--- src/rtl/gpio_ctrl_pkg.sv ---
package gpio_ctrl_pkg;
  localparam int unsigned NPINS  = 32;
  localparam int unsigned ADDR_W = 5;

  localparam logic [ADDR_W-1:0] OFS_DIR  = 5'h00;
  localparam logic [ADDR_W-1:0] OFS_ODRN = 5'h04;
  localparam logic [ADDR_W-1:0] OFS_DATA = 5'h08;
  localparam logic [ADDR_W-1:0] OFS_EVT  = 5'h0C;
  localparam logic [ADDR_W-1:0] OFS_MASK = 5'h10;
  localparam logic [ADDR_W-1:0] OFS_SNSA = 5'h14;
  localparam logic [ADDR_W-1:0] OFS_SNSB = 5'h18;

  typedef enum logic [1:0] {
    SNS_ANY  = 2'b00,
    SNS_RISE = 2'b01,
    SNS_FALL = 2'b10,
    SNS_ANY2 = 2'b11
  } sense_fld_e;
endpackage

--- src/rtl/gpio_in_sync.sv ---
module gpio_in_sync #(
  parameter int unsigned W = 32
) (
  input  logic         clk,
  input  logic         rst_n,
  input  logic [W-1:0] pad_in,
  output logic [W-1:0] lvl_now,
  output logic [W-1:0] lvl_prev
);
  logic [W-1:0] meta_q, meta_d;
  logic [W-1:0] now_q, now_d;
  logic [W-1:0] prev_q, prev_d;

  always_comb begin
    meta_d = pad_in;
    now_d  = meta_q;
    prev_d = now_q;
  end

  always_ff @(posedge clk or negedge rst_n) begin
    if (!rst_n) begin
      meta_q <= '0;
      now_q  <= '0;
      prev_q <= '0;
    end else begin
      meta_q <= meta_d;
      now_q  <= now_d;
      prev_q <= prev_d;
    end
  end

  assign lvl_now  = now_q;
  assign lvl_prev = prev_q;
endmodule

--- src/rtl/gpio_edge_sense.sv ---
module gpio_edge_sense
  import gpio_ctrl_pkg::*;
#(
  parameter int unsigned W             = 32,
  parameter bit          TWO_BIT_SENSE = 1'b1
) (
  input  logic [W-1:0] lvl_now,
  input  logic [W-1:0] lvl_prev,
  input  logic [W-1:0] sns_a,
  input  logic [W-1:0] sns_b,
  output logic [W-1:0] edge_hit
);
  localparam int unsigned HALF = W / 2;

  logic [W-1:0] rise, fall;
  assign rise = lvl_now & ~lvl_prev;
  assign fall = ~lvl_now & lvl_prev;

  for (genvar b = 0; b < W; b++) begin : g_bit
    if (TWO_BIT_SENSE) begin : g_two
      // Register bit b holds pin W-1-b. Pins in the first half (bits at the
      // top) use control A, the rest use control B.
      logic [1:0] fld;
      if (b >= HALF) begin : g_a
        assign fld = sns_a[(b-HALF)*2 +: 2];
      end else begin : g_b
        assign fld = sns_b[b*2 +: 2];
      end
      assign edge_hit[b] = (rise[b] && (fld != SNS_FALL)) ||
                           (fall[b] && (fld != SNS_RISE));
    end else begin : g_one
      assign edge_hit[b] = fall[b] || (rise[b] && !sns_a[b]);
    end
  end

  if (!TWO_BIT_SENSE) begin : g_unused_b
    logic unused_b;
    assign unused_b = ^sns_b;
  end
endmodule

--- src/rtl/gpio_event_reg.sv ---
module gpio_event_reg #(
  parameter int unsigned W = 32
) (
  input  logic         clk,
  input  logic         rst_n,
  input  logic [W-1:0] edge_hit,
  input  logic [W-1:0] clr_mask,
  output logic [W-1:0] evt_q
);
  logic [W-1:0] evt_d;
  logic         evt_en;

  always_comb begin
    evt_en = (|edge_hit) || (|clr_mask);
    evt_d  = (evt_q & ~clr_mask) | edge_hit;
  end

  always_ff @(posedge clk or negedge rst_n) begin
    if (!rst_n)      evt_q <= '0;
    else if (evt_en) evt_q <= evt_d;
  end

  p_w1c_clear_r6: assert property (@(posedge clk) disable iff (!rst_n)
    1'b1 |=> ((evt_q & $past(clr_mask & ~edge_hit)) == '0));

  p_edge_wins_r7: assert property (@(posedge clk) disable iff (!rst_n)
    1'b1 |=> ((evt_q & $past(edge_hit)) == $past(edge_hit)));

  p_sticky_r6: assert property (@(posedge clk) disable iff (!rst_n)
    1'b1 |=> ((($past(evt_q) & ~$past(clr_mask)) & ~evt_q) == '0));
endmodule

--- src/rtl/gpio_ctrl.sv ---
module gpio_ctrl
  import gpio_ctrl_pkg::*;
#(
  parameter bit TWO_BIT_SENSE = 1'b1
) (
  input  logic              clk,
  input  logic              rst_n,
  input  logic [ADDR_W-1:0] bus_addr,
  input  logic              bus_wr,
  input  logic              bus_rd,
  input  logic [NPINS-1:0]  bus_wdata,
  output logic [NPINS-1:0]  bus_rdata,
  input  logic [NPINS-1:0]  pad_in,
  output logic [NPINS-1:0]  pad_out,
  output logic [NPINS-1:0]  pad_oe,
  output logic              irq
);
  localparam int unsigned W = NPINS;

  // reset: asserted asynchronously, released on the clock
  logic rst_meta_q, rst_sync_q;
  always_ff @(posedge clk or negedge rst_n) begin
    if (!rst_n) begin
      rst_meta_q <= 1'b0;
      rst_sync_q <= 1'b0;
    end else begin
      rst_meta_q <= 1'b1;
      rst_sync_q <= rst_meta_q;
    end
  end
  logic rstn_i;
  assign rstn_i = rst_sync_q;

  logic wr_dir, wr_odrn, wr_data, wr_evt, wr_mask, wr_snsa, wr_snsb;
  always_comb begin
    wr_dir  = bus_wr && (bus_addr == OFS_DIR);
    wr_odrn = bus_wr && (bus_addr == OFS_ODRN);
    wr_data = bus_wr && (bus_addr == OFS_DATA);
    wr_evt  = bus_wr && (bus_addr == OFS_EVT);
    wr_mask = bus_wr && (bus_addr == OFS_MASK);
    wr_snsa = bus_wr && (bus_addr == OFS_SNSA);
    wr_snsb = bus_wr && (bus_addr == OFS_SNSB);
  end

  logic [W-1:0] dir_q, odrn_q, lat_q, mask_q, snsa_q, snsb_q;
  logic [W-1:0] dir_d, odrn_d, lat_d, mask_d, snsa_d;

  always_comb begin
    dir_d  = bus_wdata;
    odrn_d = bus_wdata;
    lat_d  = bus_wdata;
    mask_d = bus_wdata;
    snsa_d = bus_wdata;
  end

  always_ff @(posedge clk or negedge rstn_i) begin
    if (!rstn_i) begin
      dir_q  <= '0;
      odrn_q <= '0;
      lat_q  <= '0;
      mask_q <= '0;
      snsa_q <= '0;
    end else begin
      if (wr_dir)  dir_q  <= dir_d;
      if (wr_odrn) odrn_q <= odrn_d;
      if (wr_data) lat_q  <= lat_d;
      if (wr_mask) mask_q <= mask_d;
      if (wr_snsa) snsa_q <= snsa_d;
    end
  end

  if (TWO_BIT_SENSE) begin : g_snsb
    logic [W-1:0] snsb_d;
    always_comb snsb_d = bus_wdata;
    always_ff @(posedge clk or negedge rstn_i) begin
      if (!rstn_i)      snsb_q <= '0;
      else if (wr_snsb) snsb_q <= snsb_d;
    end
  end else begin : g_no_snsb
    assign snsb_q = '0;
    logic unused_wr_snsb;
    assign unused_wr_snsb = wr_snsb;
  end

  logic [W-1:0] lvl_now, lvl_prev, edge_hit, evt_q, clr_mask;

  gpio_in_sync #(.W(W)) i_sync (
    .clk      (clk),
    .rst_n    (rstn_i),
    .pad_in   (pad_in),
    .lvl_now  (lvl_now),
    .lvl_prev (lvl_prev)
  );

  gpio_edge_sense #(.W(W), .TWO_BIT_SENSE(TWO_BIT_SENSE)) i_sense (
    .lvl_now  (lvl_now),
    .lvl_prev (lvl_prev),
    .sns_a    (snsa_q),
    .sns_b    (snsb_q),
    .edge_hit (edge_hit)
  );

  assign clr_mask = wr_evt ? bus_wdata : '0;

  gpio_event_reg #(.W(W)) i_evt (
    .clk      (clk),
    .rst_n    (rstn_i),
    .edge_hit (edge_hit),
    .clr_mask (clr_mask),
    .evt_q    (evt_q)
  );

  // pad drive: open-drain pins only ever drive low
  assign pad_oe  = dir_q & ~(odrn_q & lat_q);
  assign pad_out = lat_q & ~odrn_q;
  assign irq     = |(evt_q & mask_q);

  always_comb begin
    bus_rdata = '0;
    if (bus_rd) begin
      unique case (bus_addr)
        OFS_DIR:  bus_rdata = dir_q;
        OFS_ODRN: bus_rdata = odrn_q;
        OFS_DATA: bus_rdata = (dir_q & lat_q) | (~dir_q & lvl_now);
        OFS_EVT:  bus_rdata = evt_q;
        OFS_MASK: bus_rdata = mask_q;
        OFS_SNSA: bus_rdata = snsa_q;
        OFS_SNSB: bus_rdata = snsb_q;
        default:  bus_rdata = '0;
      endcase
    end
  end

  p_input_no_drive_r3: assert property (@(posedge clk) disable iff (!rstn_i)
    (pad_oe & ~dir_q) == '0);

  p_od_release_r4: assert property (@(posedge clk) disable iff (!rstn_i)
    (pad_oe & odrn_q & lat_q) == '0);

  p_irq_needs_event_r8: assert property (@(posedge clk) disable iff (!rstn_i)
    irq |-> ((evt_q != '0) && (mask_q != '0)));

  p_evt_needs_change_r11: assert property (@(posedge clk) disable iff (!rstn_i)
    1'b1 |=> ((evt_q & ~$past(evt_q) & ~$past(lvl_now ^ lvl_prev)) == '0));
endmodule

--- config.mk ---
export PLATFORM = sky130hd
export DESIGN_NAME = gpio_ctrl
export DESIGN_NICKNAME = d
export VERILOG_FILES = /design/src/rtl/gpio_ctrl_pkg.sv /design/src/rtl/gpio_in_sync.sv /design/src/rtl/gpio_edge_sense.sv /design/src/rtl/gpio_event_reg.sv /design/src/rtl/gpio_ctrl.sv
export SDC_FILE = /design/constraint.sdc
export NUM_CORES = 1
export LEC_CHECK = 0
export BUFFER_PORTS_ARGS = -buffer_cell sky130_fd_sc_hd__buf_2
export CORE_MARGIN = 1.5
export CORE_UTILIZATION = 40
export DETAILED_ROUTE_END_ITERATION = 8
export PLACE_DENSITY_LB_ADDON = 0.05
export SLEW_MARGIN = 20
export SYNTH_ARGS = -nofsm -noshare
export SYNTH_HDL_FRONTEND = slang
export SYNTH_SLANG_ARGS = --single-unit
--- constraint.sdc ---
create_clock -name clk -period 27.9 [get_ports clk]
set_input_delay 1.395 -clock clk [delete_from_list [all_inputs] [get_ports clk]]
set_output_delay 1.395 -clock clk [all_outputs]
set_load 0.005 [all_outputs]
==> summary.md, run 1 <==
| Metric | Value |
|---|---|
| Master of the slowest instance on the critical path | sky130_fd_sc_hd__nor3_4 |
| Syn Inst Count | approximately 1100 |
| Aggregate global-route resource usage | 24.5% |
| Required arrival time at the worst endpoint | 26.50 ns |
| Total power draw | 1.27 mW |
| CTS H-Tree Depth | 2 |
| Buffers & Inverters on Critical Path | 4 |
| Accumulated negative setup slack | 0 ns |
| Cell types with the largest area share after synthesis | sky130_fd_sc_hd__dfrtp_1 (57%), sky130_fd_sc_hd__mux2_2 (17%), sky130_fd_sc_hd__a22oi_1 (3.1%) |
| Worst Setup Start Kind | primary input |
| Leak Pwr | 7.46 nW |
| CTS buffer count | 37 |
| Post-CTS Repair Setup Buffers | 0 |
| Max Slew Vio Count | 0 |
| Synth async-reset ratio | 100% |
| Cell row count | a little under 70 |
| Pin count of the biggest net entering global routing | 148 |
| Nets@finish | 1389 |
| Clock transition time at the flip-flop clock pins of the worst setup and hold paths | 0.06 ns |
| Die Height | approximately 190 um |
| Leading cell type in the layout, fill and taps excluded | sky130_fd_sc_hd__dfrtp_1 |
| Hpwl dp | 28.7 mm |
| Vias in the first global route | 10300 |
| Area delta synth->final | 18.7% |
| Pre-CTS setup slack | approximately 22 ns |
| Dominant register cell in the synthesized netlist | sky130_fd_sc_hd__dfrtp_1 |
| Remaining antenna violation count | 0 |
| Clock tree from TritonCTS | built |
| DRC viols | 0 |
| Data arrival at the endpoint of the critical path | 4.19 ns |
| Tightest Pin Transition | 0.948 ns |
| Horiz. Die Dim | 191 um |
| Max rail drop VDD | 0.0485 mV |
| Clock skew after layout | approximately 0.014 ns |
| Kind of path behind the tightest hold check | flip-flop to flip-flop |
| Standard cell core area | 0.0346 mm^2 |
| Delay contributed by the slowest stage of the critical path | 0.70 ns |
| Wire length of the first global-routing pass | 66.0 mm |
| TritonCTS sink count | 322 |
| Via/cell ratio | 5.64 |
| Proportion of netlist area held by the largest area contributor | 57.1% |
| Buffers from clock root to sink, at most | 3 |
| Ordered list of cells on the worst path | buf_2, buf_4, or3b_1, nor3_4, buf_4, a32oi_1, a31oi_1, buf_2 |
| Sequential fraction of the synthesis area | 57.1% |
| Starting density of the core | between 40% and 50% |
| Overall via count from detail_route | 10200 |
| Clock tree root buffer cell | sky130_fd_sc_hd__clkbuf_16 |
| Total power divided by cell area | 75.8 mW/mm^2 |
| Number of setup violations in the final report | 0 |
| First-pass iteration count of the detailed router | 7 |
| Area of the die | roughly 0.036 mm^2 |
| CTS resizes | 0 |
| Routed wire length per instance | 24.2 um |
| Later-pin clock latency in the skew report | ~0.53 ns |
| Warnings, synthesis | 0 |
| Total I/O pin count | 170 |
| Buffers on Ports | ~170 |
| Result of the run | completed |
| Avg Cell Area, Syn | roughly 12 um^2 |
| Number of library cell types mapped by synthesis | 41 |
| Number of antenna violations at the first check in global routing | 0 |
| Total congestion overflow after global routing | 0 |
| Number of synthesized flops with an enable pin | 0 |
| Worst hold slack after final layout | 0.344 ns |
| Sort of element at the end of the critical path | primary output |
| Count of endpoints failing hold in the final timing report | 0 |
| Top delay family on crit path | simple AND/OR/NAND/NOR gates |
| Type of the worst setup path | primary input to primary output |
| Number of antenna diodes | 0 |
| Total wirelength of the detailed-routed design | 43.5 mm |
| Final setup slack of the worst path | 22.31 ns |
| Global placement routability congestion | around 0.78 |
| Slew HR | 36.8% |
| Achievable Freq | around 180 MHz |
| Violation count after the first detailed-route iteration | 738 |
| Layout filler cell count | around 3200 |
| Post-synthesis instance area | 0.0141 mm^2 |
| Maximum fanout along the worst path | 43 |
| Unrepaired setup endpoints after global routing | no |
| Number of storage elements in the synthesis netlist | approximately 320 |
| Final critical path time including I/O delays and setup | around 5.6 ns |
| Hold_buf cts | 0 |
| Largest area contributor in the synthesized netlist | sky130_fd_sc_hd__dfrtp_1 |
| Total nets after synthesis | 1218 |
| Final worst-path cycle share | 20.0% |
| Share of layout cells above drive strength 1 | 35.2% |
| Most frequent cells in the layout | sky130_fd_sc_hd__dfrtp_1 (321), sky130_fd_sc_hd__mux2_2 (211), sky130_fd_sc_hd__buf_2 (169) |
| Register-to-register setup slack | 25.50 ns |
| Number of violations of the max-capacitance limit | 0 |
[power breakdown]
group | total [mW] | switching [mW] | internal (mW)
Clock | 0.502 | 0.197 | 0.304
Sequential | 0.592 | 0.0615 | 0.531
Combinational | 0.175 | 0.0824 | 0.0930
Total | 1.27 | 0.341 | 0.928
[worst reg2reg max path, delay by kind of cell (launching register included)]
kind / cells / cell delay [ns]
buf+inv: 2 / 1.46
flops: 1 / 0.90
[cell usage after synthesis (all sizes together) (4+ instances only)]
cell type / count
a21boi: 20
a21oi: 52
a221o: 32
a22oi: 59
a31oi: 30
a32oi: 15
and3: 15
buf: 35
clkbuf: 21
dfrtp: 322
inv: 47
mux2: 242
nand2: 72
nand2b: 9
nand3: 5
nand4: 4
nor2: 38
nor2b: 31
nor3: 4
o21ai: 64
[routing by layer]
metal	wire, um	global-route usage (%)	vias to the layer above
met5	0	0	-
met4	1160	7.90	0
met3	2150	3.74	65
met2	20500	38.7	308
met1	19700	34.4	5237
li1	-	-	4543
[final timing paths]
kind	from	end	cells after the start
max in group asynchronous	rst_sync_q	i_evt.evt_q[3]	2
setup / recovery	bus_addr[3]	bus_rdata[16]	8
setup reg to reg	rst_sync_q	i_evt.evt_q[3]	2
min in group asynchronous	rst_sync_q	i_sync.lvl_now[0]	0
hold / removal	i_sync.meta_q[1]	i_sync.lvl_now[1]	0
hold reg to reg	i_sync.meta_q[1]	i_sync.lvl_now[1]	0
[through the flow]
stage          area [um^2]  util, %  std cells
4_1_cts              16700     48.3       1800
6_report             16700     48.3       1800
2_1_floorplan        14100        -       1145
3_5_place_dp         15500     44.6       1732
5_1_grt              16700     48.3       1800
3_3_place_gp         15500     44.6       1732
[layout make-up]
type                       instances  area [um^2]  area share (%)
clock buffer                      59         1200            7.17
clock inverter                     9         76.3           0.456
inverter                          47          176            1.05
multi-input combinational        720         5660            33.8
sequential                       322         8060            48.2
tap                              455          569            3.40
timing repair buffer             188         1000            5.98
[kinds of logic after synthesis]
kind of cell           share of synthesized area (%)
flip-flops                                      57.1
AO/OA/AOI/OAI                                   13.6
multiplexers                                    19.5
AND/OR/NAND/NOR                                 6.72
buffers and inverters                           3.02
other                                         0.0266
[registers in the layout (all words and copies together) (netlist names), 32 cells and up]
name,flops
dir_q,32
i_evt.evt_q,32
i_sync.lvl_now,32
i_sync.lvl_prev,32
i_sync.meta_q,32
lat_q,32
mask_q,32
odrn_q,32
snsa_q,32
snsb_q,32
No activity file was read; power rests on OpenSTA's default activity.
==> inputs of run 2 (changes only) <==
==> constraint.sdc (replaced) <==
create_clock -name clk -period 4.7 [get_ports clk]
set_input_delay 0.235 -clock clk [delete_from_list [all_inputs] [get_ports clk]]
set_output_delay 0.235 -clock clk [all_outputs]
set_load 0.005 [all_outputs]
==> summary.md, run 2 (same netlist as run 1, synthesis figures left out) <==
| Metric | Value |
|---|---|
| Delay contributed by the slowest stage of the critical path | 0.50 ns |
| Final critical path time including I/O delays and setup | 2.88 ns |
| Max Slew Vio Count | 0 |
| Final setup slack of the worst path | 1.82 ns |
| Starting density of the core | 40.7% |
| Data arrival at the endpoint of the critical path | 2.64 ns |
| Tightest Pin Transition | 1.18 ns |
| DRC viols | 0 |
| Area of the die | 0.0364 mm^2 |
| Overall via count from detail_route | 10200 |
| Violation count after the first detailed-route iteration | 735 |
| Buffers on Ports | 169 |
| Total power divided by cell area | 445 mW/mm^2 |
| Worst Setup Start Kind | primary input |
| Type of the worst setup path | primary input to primary output |
| Number of violations of the max-capacitance limit | 0 |
| TritonCTS sink count | 322 |
| Total net switching power | approximately 2 mW |
| Count of endpoints failing hold in the final timing report | 0 |
| First-pass iteration count of the detailed router | 5 |
| Pin count of the biggest net entering global routing | 91 |
| Horiz. Die Dim | 191 um |
| End of the worst register-to-register path | snsa_q[21] |
| Achievable Freq | approximately 350 MHz |
| Area delta synth->final | 22.0% |
| Standard cell core area | 0.0346 mm^2 |
| End point of the critical path | bus_rdata[29] |
| Number of setup violations in the final report | 0 |
| Accumulated negative setup slack | 0 ns |
| Wire length of the first global-routing pass | 65.6 mm |
| Total wirelength of the detailed-routed design | 43.5 mm |
| Reg2Reg Launch Point | rst_sync_q |
| Result of the run | completed |
| Number of cells on the worst reg-to-reg path | 2 |
| Switching portion of total power | 26.3% |
| CTS H-Tree Depth | 2 |
| Maximum fanout along the worst path | 32 |
| Remaining antenna violation count | 0 |
| Clock tree root buffer cell | sky130_fd_sc_hd__clkbuf_16 |
| Buffers from clock root to sink, at most | 3 |
| Comb power frac | 14.1% |
| Proportion of power drawn by the clock network | 40.0% |
| Number of antenna violations at the first check in global routing | 0 |
| Number of antenna diodes | 0 |
| Clock tree from TritonCTS | built |
| Total power draw | 7.65 mW |
| Internal portion of total power | 5.63 mW |
| Required arrival time at the worst endpoint | 4.47 ns |
| Kind of path behind the tightest hold check | primary input to flip-flop |
| Total number of cells along the worst setup path | 8 |
| Clock skew after layout | 0.0154 ns |
| Leading cell type in the layout, fill and taps excluded | sky130_fd_sc_hd__dfrtp_1 |
| Nets@finish | approximately 1400 |
| Clock transition time at the flip-flop clock pins of the worst setup and hold paths | about 0.060 ns |
| Top delay family on crit path | buffers and inverters |
| Buffers & Inverters on Critical Path | 4 |
| Global placement routability congestion | 0.808 |
| Hpwl dp | just under 30 mm |
| Total congestion overflow after global routing | 0 |
| CTS buffer count | 37 |
| Slew HR | 20.9% |
| Final Util | 49.7% |
| Source of the critical timing path | bus_addr[3] |
| Final worst-path cycle share | 61.2% |
| Via/cell ratio | 5.57 |
| Worst Hold Launch | bus_wdata[0] |
| Share of layout cells above drive strength 1 | 34.2% |
| Ordered list of cells on the worst path | buf_2, buf_4, or3_1, nor3_4, buf_4, a22oi_1, a31oi_1, buf_2 |
| Routed wire length per instance | 23.6 um |
| Cell row count | 68 |
| Max rail drop VDD | 0.248 mV |
| Aggregate global-route resource usage | 24.2% |
| Register-to-register setup slack | about 3.2 ns |
| Later-pin clock latency in the skew report | around 0.52 ns |
| Die Height | approximately 190 um |
| Pre-CTS setup slack | 1.66 ns |
| Master of the slowest instance on the critical path | sky130_fd_sc_hd__or3_1 |
| Leak Pwr | between 7 and 8 nW |
| Most frequent cells in the layout | sky130_fd_sc_hd__dfrtp_1 (321), sky130_fd_sc_hd__mux2_2 (211), sky130_fd_sc_hd__buf_2 (169) |
| Vias in the first global route | around 10000 |
| Sequential share of power | 46.0% |
| Sort of element at the end of the critical path | primary output |
| Unrepaired setup endpoints after global routing | no |
| Total I/O pin count | 170 |
## run 2: cell type report
type | count | area (um^2)
clock buffers | 58 | 1160
clock inverters | 8 | 144
fillers | 3146 | 17400
inverters | 47 | 176
multi-input cells | 720 | 5640
flip-flops and latches | 322 | 8060
well taps | 455 | 569
repair buffers | 229 | 1460
## run 2: routing by layer
metal | routed length [um] | GRT usage (%)
met5 | 0 | 0
met2 | 20000 | 38.3
met4 | 1200 | 7.33
met1 | 20100 | 34.4
met3 | 2200 | 3.39
## run 2: how the worst min path moves through the flow
stage,to,cells after the start
floorplan,rst_meta_q,0
global placement,rst_meta_q,1
detailed placement,rst_meta_q,1
CTS,snsb_q[0],3
global route,snsb_q[18],3
finish,snsb_q[0],3
## run 2: repair_timing
action,4_1_cts,5_1_grt
hold endpoints to repair,34,0
hold buffers,34,0
setup buffers,0,0
resized for setup,0,0
## run 2: worst register-to-register path, cell delays in order, from the launching register on
cell	delay (ns)
sky130_fd_sc_hd__dfrtp_4	0.75
sky130_fd_sc_hd__buf_12	0.31
sky130_fd_sc_hd__buf_12	0.42
## run 2: per-stage QoR
stage | cells | hold slack, ns | instance area, um^2
after floorplan | 1145 | -0.0606 | 14100
after global placement | 1738 | 0.0211 | 15500
after detailed placement | 1738 | 0.0214 | 15500
after CTS | 1838 | 0.00791 | 17200
after global routing | 1839 | 0.0389 | 17200
final | 1839 | 0.0223 | 17200
## run 2: power groups by stage
stage	combinational [mW]	clock, mW	sequential, mW
5_1_grt	1.19	3.25	3.58
4_1_cts	1.08	3.11	3.52
3_3_place_gp	1.04	0	3.56
3_5_place_dp	1.05	0	3.57
2_1_floorplan	0.680	0	3.44
6_report	1.08	3.06	3.52
==> inputs of run 3 (changes only) <==
==> constraint.sdc (replaced) <==
create_clock -name clk -period 2.9 [get_ports clk]
set_input_delay 0.145 -clock clk [delete_from_list [all_inputs] [get_ports clk]]
set_output_delay 0.145 -clock clk [all_outputs]
set_load 0.005 [all_outputs]
==> summary.md, run 3 (same netlist as run 1, synthesis figures left out) <==
| Metric | Value |
|---|---|
| Overall via count from detail_route | 10300 |
| Max rail drop VDD | 0.464 mV |
| Pre-CTS setup slack | ~0.64 ns |
| Area of the die | 0.0364 mm^2 |
| Later-pin clock latency in the skew report | 0.52 ns |
| Final worst-path cycle share | 82.3% |
| Clock tree root buffer cell | sky130_fd_sc_hd__clkbuf_16 |
| Layout filler cell count | between 3000 and 4000 |
| Number of antenna diodes | 0 |
| Area delta synth->final | 24.4% |
| Maximum fanout along the worst path | 3 |
| Most frequent cells in the layout | sky130_fd_sc_hd__dfrtp_1 (321), sky130_fd_sc_hd__mux2_2 (211), sky130_fd_sc_hd__buf_2 (169) |
| Final setup slack of the worst path | 0.514 ns |
| Global placement routability congestion | 0.846 |
| Routed wire length per instance | 23.1 um |
| CTS H-Tree Depth | 2 |
| Worst Setup Start Kind | flip-flop |
| Tightest Pin Transition | 0.669 ns |
| Number of setup violations in the final report | 0 |
| Kind of path behind the tightest hold check | primary input to flip-flop |
| Aggregate global-route resource usage | 24.2% |
| Share of layout cells above drive strength 1 | between 30% and 40% |
| Area occupied by registers | 0.00806 mm^2 |
| Total I/O pin count | 170 |
| Standard cell core area | 0.0346 mm^2 |
| Post-CTS Repair Setup Buffers | 0 |
| Dpl cells | 1750 |
| Cell area after layout | 0.0176 mm^2 |
| Number of violations of the max-capacitance limit | 0 |
| Area after detailed placement | 0.0157 mm^2 |
| Buffers on Ports | 169 |
| Starting density of the core | 40.7% |
| Data arrival at the endpoint of the critical path | 2.24 ns |
| DRC viols | 0 |
| Total congestion overflow after global routing | 0 |
| Clock transition time at the flip-flop clock pins of the worst setup and hold paths | roughly 0.060 ns |
| Total wirelength of the detailed-routed design | 43.4 mm |
| Die Height | 191 um |
| Clock tree from TritonCTS | built |
| TritonCTS sink count | about 320 |
| Leading cell type in the layout, fill and taps excluded | sky130_fd_sc_hd__dfrtp_1 |
| Achievable Freq | approximately 420 MHz |
| Vias in the first global route | 10100 |
| Final critical path time including I/O delays and setup | 2.39 ns |
| Result of the run | completed |
| Type of the worst setup path | flip-flop to primary output |
| Pin count of the biggest net entering global routing | 81 |
| Wire length of the first global-routing pass | 65.6 mm |
| Violation count after the first detailed-route iteration | just over 700 |
| Top delay family on crit path | simple AND/OR/NAND/NOR gates |
| Nets@finish | ~1500 |
| Unrepaired setup endpoints after global routing | no |
| Delay contributed by the slowest stage of the critical path | 0.63 ns |
| Required arrival time at the worst endpoint | 2.76 ns |
| Horiz. Die Dim | 191 um |
| Leak Pwr | roughly 8 nW |
| CTS buffer count | 38 |
| Via/cell ratio | 5.47 |
| Ordered list of cells on the worst path | a22oi_1, nand4_1, or4_1, buf_2 |
| Sort of element at the end of the critical path | primary output |
| Master of the slowest instance on the critical path | sky130_fd_sc_hd__or4_1 |
| Cell row count | 68 |
| Count of non-filler cells in the finished layout | 1882 |
| Total power divided by cell area | around 700 mW/mm^2 |
| First-pass iteration count of the detailed router | 5 |
| Buffers & Inverters on Critical Path | 1 |
| Max Slew Vio Count | 0 |
| Number of antenna violations at the first check in global routing | 0 |
| Slew HR | around 55% |
| Hpwl dp | ~30 mm |
| Total power draw | 12.2 mW |
| Clock skew after layout | 0.0148 ns |
| Buffers from clock root to sink, at most | 3 |
| Count of endpoints failing hold in the final timing report | 0 |
| Remaining antenna violation count | 0 |
| Area of combinational cells with multiple inputs | about 0.0056 mm^2 |
[run 3: cell type report]
cell class | instances | area share [%]
sequential | 322 | 45.9
tap | 455 | 3.24
clock inverter | 9 | 0.584
clock buffer | 58 | 6.48
timing repair buffer | 271 | 10.7
inverter | 47 | 1.00
multi-input combinational | 720 | 32.1
[run 3: where the power goes]
group / switching (mW) / internal [mW] / total [mW]
clock: 1.85 / 2.88 / 4.73
sequential: 0.595 / 5.11 / 5.70
combinational: 0.813 / 0.967 / 1.78
total: 3.26 / 8.95 / 12.2
[run 3: worst paths after layout]
| kind | start | to | slack [ns] | cells after the start |
|---|---|---|---|---|
| min | bus_wdata[19] | odrn_q[19] | 0.03 | 2 |
| min in group asynchronous | rst_sync_q | i_sync.meta_q[0] | 0.33 | 0 |
| max in group asynchronous | rst_sync_q | mask_q[11] | 1.65 | 1 |
| min reg2reg | rst_sync_q | i_sync.meta_q[0] | 0.33 | 0 |
| max reg2reg | rst_sync_q | mask_q[11] | 1.65 | 1 |
| max | i_evt.evt_q[30] | irq | 0.51 | 4 |
[run 3: metal layers]
metal  track usage [%]  share of wire [%]
met1              34.5                 46
met2              38.3                 46
met3              3.51                5.0
met4              6.84                2.5
met5                 0                  0
[run 3: metrics by stage]
stage          TNS [ns]  hold WS (ns)  util, %
5_1_grt               0        0.0198     50.7
6_report              0        0.0273     50.7
3_5_place_dp          0       -0.0679     45.2
3_3_place_gp          0       -0.0676     45.2
2_1_floorplan    -93.87        -0.151        -
4_1_cts               0        0.0173     50.7
[run 3: what timing repair did]
| action | 4_1_cts | 5_1_grt |
|---|---|---|
| resized for setup | 0 | 0 |
| hold endpoints to repair | 219 | 0 |
| hold buffers | 65 | 0 |
| setup endpoints to repair | 0 | 0 |
